[src/rtl/eth_rx_addr_filter_pkg.sv]
package eth_rx_addr_filter_pkg;
   localparam int ADDR_BYTES = 6;
   localparam int CRC_W      = 32;

   typedef logic [7:0] byte_t;
   typedef byte_t [ADDR_BYTES-1:0] dest_addr_t;

   // Advance a left-shifting CRC by one byte, least significant bit first.
   function automatic logic [CRC_W-1:0] crc_byte_step(
      input logic [CRC_W-1:0] crc_in,
      input byte_t            data,
      input logic [CRC_W-1:0] poly);
      logic [CRC_W-1:0] c;
      logic             fb;
      c = crc_in;
      for (int b = 0; b < 8; b++) begin
         fb = c[CRC_W-1] ^ data[b];
         c  = {c[CRC_W-2:0], 1'b0};
         if (fb) c = c ^ poly;
      end
      return c;
   endfunction
endpackage

[src/rtl/eth_rx_addr_capture.sv]
module eth_rx_addr_capture
   import eth_rx_addr_filter_pkg::*;
#(
   parameter int               HASH_W   = 6,
   parameter logic [CRC_W-1:0] CRC_POLY = 32'h04C1_1DB7,
   parameter logic [CRC_W-1:0] CRC_SEED = 32'hFFFF_FFFF
) (
   input  logic              clk,
   input  logic              rst_n,
   input  logic              byte_valid,
   input  logic              byte_sof,
   input  logic              byte_eof,
   input  byte_t             byte_data,
   output logic              addr_last,
   output logic              short_end,
   output dest_addr_t        dest_addr,
   output logic [HASH_W-1:0] hash_idx
);
   localparam int CNT_W = $clog2(ADDR_BYTES + 1);
   localparam logic [CNT_W-1:0] LAST_IDX = CNT_W'(ADDR_BYTES - 1);

   initial begin
      assert (HASH_W >= 1 && HASH_W <= CRC_W)
         else $error("HASH_W out of range");
   end

   logic [CNT_W-1:0] cnt_q, idx;
   logic             done_q, first, active;
   logic [CRC_W-1:0] crc_q, crc_base, crc_nx;
   byte_t            slot_q [ADDR_BYTES-1];

   assign first     = byte_valid && byte_sof;
   assign idx       = first ? '0 : cnt_q;
   assign active    = byte_valid && (first || !done_q);
   assign crc_base  = first ? CRC_SEED : crc_q;
   assign crc_nx    = crc_byte_step(crc_base, byte_data, CRC_POLY);
   assign addr_last = active && (idx == LAST_IDX);
   assign short_end = active && byte_eof && (idx < LAST_IDX);
   assign hash_idx  = crc_nx[CRC_W-1 -: HASH_W];

   always_ff @(posedge clk or negedge rst_n) begin
      if (!rst_n) begin
         cnt_q  <= '0;
         done_q <= 1'b1;
         crc_q  <= CRC_SEED;
      end else if (active) begin
         cnt_q  <= idx + 1'b1;
         done_q <= addr_last || byte_eof;
         crc_q  <= crc_nx;
      end
   end

   genvar i;
   generate
      for (i = 0; i < ADDR_BYTES - 1; i++) begin : g_slot
         always_ff @(posedge clk or negedge rst_n) begin
            if (!rst_n)
               slot_q[i] <= '0;
            else if (active && idx == CNT_W'(i))
               slot_q[i] <= byte_data;
         end
         assign dest_addr[i] = slot_q[i];
      end
   endgenerate
   assign dest_addr[ADDR_BYTES-1] = byte_data;

   // the byte counter never passes the address length
   assert_cnt_bound_R2: assert property (@(posedge clk) disable iff (!rst_n)
      cnt_q <= CNT_W'(ADDR_BYTES));
endmodule

[src/rtl/eth_rx_addr_classify.sv]
module eth_rx_addr_classify
   import eth_rx_addr_filter_pkg::*;
#(
   parameter int HASH_W = 6,
   localparam int TABLE_W = 1 << HASH_W
) (
   input  dest_addr_t         dest_addr,
   input  logic [HASH_W-1:0]  hash_idx,
   input  logic [15:0]        stn_addr_hi,
   input  logic [31:0]        stn_addr_lo,
   input  logic [TABLE_W-1:0] hash_tbl,
   input  logic               mode_bcast_reject,
   input  logic               mode_hash_all,
   output logic               miss
);
   dest_addr_t stn;
   logic [ADDR_BYTES-1:0] byte_eq;
   logic is_bcast, use_hash, hash_hit;

   assign stn[0] = stn_addr_hi[15:8];
   assign stn[1] = stn_addr_hi[7:0];
   assign stn[2] = stn_addr_lo[31:24];
   assign stn[3] = stn_addr_lo[23:16];
   assign stn[4] = stn_addr_lo[15:8];
   assign stn[5] = stn_addr_lo[7:0];

   genvar k;
   generate
      for (k = 0; k < ADDR_BYTES; k++) begin : g_cmp
         assign byte_eq[k] = (dest_addr[k] == stn[k]);
      end
   endgenerate

   assign is_bcast = &dest_addr;
   assign use_hash = dest_addr[0][0] || mode_hash_all;
   assign hash_hit = hash_tbl[hash_idx];

   always_comb begin
      if (is_bcast)      miss = mode_bcast_reject;
      else if (use_hash) miss = !hash_hit;
      else               miss = !(&byte_eq);
   end
endmodule

[src/rtl/eth_rx_addr_filter.sv]
module eth_rx_addr_filter
   import eth_rx_addr_filter_pkg::*;
#(
   parameter int               HASH_W   = 6,
   parameter logic [CRC_W-1:0] CRC_POLY = 32'h04C1_1DB7,
   parameter logic [CRC_W-1:0] CRC_SEED = 32'hFFFF_FFFF,
   localparam int TABLE_W = 1 << HASH_W
) (
   input  logic               clk,
   input  logic               rst_n,
   input  logic               byte_valid,
   input  logic               byte_sof,
   input  logic               byte_eof,
   input  logic [7:0]         byte_data,
   input  logic [15:0]        stn_addr_hi,
   input  logic [31:0]        stn_addr_lo,
   input  logic [TABLE_W-1:0] hash_tbl,
   input  logic               mode_bcast_reject,
   input  logic               mode_hash_all,
   input  logic               mode_promisc,
   output logic               res_valid,
   output logic               res_accept,
   output logic               res_miss
);
   logic              addr_last, short_end, cls_miss;
   dest_addr_t        dest_addr;
   logic [HASH_W-1:0] hash_idx;

   eth_rx_addr_capture #(
      .HASH_W(HASH_W), .CRC_POLY(CRC_POLY), .CRC_SEED(CRC_SEED)
   ) u_capture (
      .clk(clk), .rst_n(rst_n),
      .byte_valid(byte_valid), .byte_sof(byte_sof), .byte_eof(byte_eof),
      .byte_data(byte_data),
      .addr_last(addr_last), .short_end(short_end),
      .dest_addr(dest_addr), .hash_idx(hash_idx)
   );

   eth_rx_addr_classify #(.HASH_W(HASH_W)) u_classify (
      .dest_addr(dest_addr), .hash_idx(hash_idx),
      .stn_addr_hi(stn_addr_hi), .stn_addr_lo(stn_addr_lo),
      .hash_tbl(hash_tbl),
      .mode_bcast_reject(mode_bcast_reject), .mode_hash_all(mode_hash_all),
      .miss(cls_miss)
   );

   always_ff @(posedge clk or negedge rst_n) begin
      if (!rst_n) begin
         res_valid  <= 1'b0;
         res_accept <= 1'b0;
         res_miss   <= 1'b0;
      end else if (addr_last) begin
         res_valid  <= 1'b1;
         res_miss   <= cls_miss;
         res_accept <= !cls_miss || mode_promisc;
      end else if (short_end) begin
         res_valid  <= 1'b1;
         res_miss   <= 1'b1;
         res_accept <= mode_promisc;
      end else if (byte_valid && byte_sof) begin
         res_valid  <= 1'b0;
         res_accept <= 1'b0;
         res_miss   <= 1'b0;
      end
   end

   // a result only appears after a sampled byte
   assert_valid_after_byte_R2: assert property (@(posedge clk) disable iff (!rst_n)
      $rose(res_valid) |-> $past(byte_valid));
   // a finished result holds until a new frame starts
   assert_result_hold_R3: assert property (@(posedge clk) disable iff (!rst_n)
      res_valid && !(byte_valid && byte_sof) |=>
         res_valid && $stable(res_accept) && $stable(res_miss));
   // a result without a miss is always accepted
   assert_hit_accepts_R7: assert property (@(posedge clk) disable iff (!rst_n)
      res_valid && !res_miss |-> res_accept);
   // a one-byte frame reports a miss on the next cycle
   assert_short_miss_R8: assert property (@(posedge clk) disable iff (!rst_n)
      byte_valid && byte_sof && byte_eof |=> res_valid && res_miss);
   // a start byte that does not end the frame clears the result
   assert_sof_clears_R9: assert property (@(posedge clk) disable iff (!rst_n)
      byte_valid && byte_sof && !byte_eof |=> !res_valid);
endmodule

[config.mk]
export PLATFORM = sky130hd
export DESIGN_NAME = eth_rx_addr_filter
export DESIGN_NICKNAME = d
export VERILOG_FILES = /design/src/rtl/eth_rx_addr_filter_pkg.sv /design/src/rtl/eth_rx_addr_capture.sv /design/src/rtl/eth_rx_addr_classify.sv /design/src/rtl/eth_rx_addr_filter.sv
export SDC_FILE = /design/constraint.sdc
export NUM_CORES = 1
export LEC_CHECK = 0
export BUFFER_PORTS_ARGS = -buffer_cell sky130_fd_sc_hd__buf_2
export CORE_UTILIZATION = 25
export DETAILED_ROUTE_END_ITERATION = 7
export GPL_TIMING_DRIVEN = 0
export PLACE_DENSITY = 0.46
export RECOVER_POWER = 50
export SYNTH_ARGS = -nofsm -noshare
export SYNTH_HDL_FRONTEND = slang
export SYNTH_SLANG_ARGS = --single-unit
export TNS_END_PERCENT = 20
[constraint.sdc]
create_clock -name clk -period 3.9 [get_ports clk]
set_clock_uncertainty 0.1 [all_clocks]
set_input_delay 0.78 -clock clk [delete_from_list [all_inputs] [get_ports clk]]
set_output_delay 0.78 -clock clk [all_outputs]
set_load 0.02 [all_outputs]
==> out/metrics.yaml <==
status: "complete, no violations"
globalplace.congestion: 0.801
top_level_ports: 131
max_stage_delay_ns: 0.51
setup-tns-final_ns: 0
cts-root-buf: "clkbuf_16"
ys_seq_elements: 79
drt-total-wl_um: 16800
cts_buffer_depth: 2
synth.avg_cell_area_sq_um: 9.71
cp_cell_sequence: "buf_2, xnor2_1, mux2i_1, xnor3_1, clkbuf_1, clkbuf_1, a211oi_1, a31oi_1, a32oi_1, o22a_1, a31o_1"
cts_tree: "done"
wl_per_cell_um: 17.2
clk_pin_slew_ns: 0.06
yosys_warnings: 0
dieArea_sq_um: 22400
drive_gt1_share_pct: 32.8
hpwl_um: 13200
drc: 0
most-common-layout-cells: "buf_2, nand2_1, xnor2_1, xor2_1, dfrtp_1"
synth_nets: 695
synth_cells: 562
holdPathStages: 2
leakage_nw: 2.90
final_core_util_pct: 31.6
arrival_ns: 3.73
dr.pass1.iters: 4
fp.dieH_um: 150
ys_seq_area_share_pct: 37.0
avgViaCountPerCell: 4.55
max_slew.worst_pin.slew_ns: 1.41
synthTopCellsByArea: "dfrtp_1, dfstp_2, xnor2_1, xor2_1, mux2_2"
post-cts-setup-buffers: 0
synth-compound-area-share_pct: 8.34
antenna_cells: 0
async_flop_share_pct: 100
hp-class: "reg -> reg"
clk_latency_ns: 0.34
synthFlopType: "dfrtp_1"
final_common_cell: "buf_2"
relSlewSlack_pct: 5.88
setup_viol_count_final: 0
yosys.area_share.simple_pct: 13.9
period_share_pct: 92.4
yosys.area_share.adder_pct: 1.15
num_rows: 53
cp_max_fo: 10
cp-end-kind: "register"
vias: 4441
reg2regPathDepth: 11
yosysTopAreaCell: "dfrtp_1"
maxCapViolCount: 0
grt_max_degree: 57
finalWorstSetupSlack_ns: 0.297
clock-sinks: 79
grt_pass1_wl_um: 26000
h-tree-depth: 3
coreArea_sq_um: 21200
cp-start-kind: "register"
synth-xor-area-share_pct: 23.7
cts_buffers: 9
critPathKind: "reg -> reg"
start_util_pct: 25.7
antenna_found_initial: 0
synth_edf_count: 0
drt-initial-drc-count: 202
required_ns: 4.02
synth_top_area_share_pct: 21.1
rsz0062_at_grt: "false"
grt_pass1_vias: 4479
synth.distinct_cells: 50
critPathSlowestCell: "dfstp_2"
nets: 830
max-vdd-ir-drop_mv: 0.373
antenna_violating_nets_post_route: 0
hold_viol: 0
synth_mux_area_share_pct: 12.7
min_period_ns: 3.60
syn_area_sq_um: 5460
overflow: 0
die_w_um: 150
power_mw: 6.82
max_freq_mhz: 278
hold_slack_ns: 0.363
area_growth_pct: 23.0
drv_slew: 0
grt_usage_pct: 15.4
numPortBuffers: 123
synth_top_family_by_area: "XOR/XNOR gates"
power_density_nw_per_um2: 1020
crit_top_cell: "clkbuf_1"
pre_cts_ws_ns: -0.345
-- per-layer routing --
metal / track usage (%) / up-vias / wire length, um
met3: 2.41 / 12 / 653
met1: 21.9 / 2137 / 8160
met5: 0 / - / 0
li1: - / 2198 / -
met4: 2.88 / 0 / 120
met2: 24.6 / 94 / 7850
-- layout make-up --
class,count,area (sq um)
fill,2327,14500
multi-input combinational,443,3260
sequential,79,2020
timing repair buffer,124,618
tap,275,344
clock buffer,10,239
buffer,30,149
clock inverter,6,42.5
inverter,10,37.5
-- power breakdown --
part	total, mW	internal (mW)	switching, mW
Sequential	1.72	1.34	0.374
Clock	0.811	0.451	0.360
Combinational	4.29	2.05	2.24
-- metrics by stage --
| step | std cells | cell area, sq um |
|---|---|---|
| 2_1_floorplan | 562 | 5460 |
| 3_3_place_gp | 960 | 6420 |
| 3_5_place_dp | 961 | 6450 |
| 4_1_cts | 977 | 6730 |
| 5_1_grt | 977 | 6710 |
| 6_report | 977 | 6710 |
-- worst max-delay path: cells and delay by family (launching register included) --
kind,cells,cell delay [ns]
mux,1,0.33
buf+inv,3,1.14
flops,1,0.51
compound gates,5,0.91
xor+xnor,2,0.50
-- synth_stat cells (5+ instances only) --
cell type and instances:
inv_1 10, nand4_1 21, mux2_2 34, nor4_1 13
xnor2_1 72, nand2_1 81, nor2_1 34, dfrtp_1 46
a21oi_1 5, clkbuf_1 19, dfstp_2 33, nand3_1 9
mux4_2 8, mux2i_1 13, xor2_1 61, o21ai_0 45
ha_1 5
-- worst paths after layout --
check	from	to	slack [ns]
max in group asynchronous	rst_n	res_accept	0.99
min reg2reg	u_capture.crc_q[0]	u_capture.crc_q[0]	0.36
max reg2reg	u_capture.crc_q[31]	res_miss	0.30
max	u_capture.crc_q[31]	res_miss	0.30
min	u_capture.crc_q[0]	u_capture.crc_q[0]	0.36
min in group asynchronous	rst_n	u_capture.crc_q[11]	1.19
-- sequential cells by signal (all words and copies together) (netlist names) --
signal,cells
u_capture.dest_addr,40
u_capture.crc_q,32
u_capture.cnt_q,3
res_miss,1
res_valid,1
res_accept,1
u_capture.done_q,1
-- kinds of logic after synthesis --
group,after synthesis
compound gates,76
xor+xnor,139
fa+ha+maj,5
buf+inv,40
flops,79
mux,55
simple gates,168
-- timing repair --
item	4_1_cts	5_1_grt
setup endpoints to repair	0	2
resized for setup	0	9
hold buffers	0	0
Power figures use the tool's default switching activity.
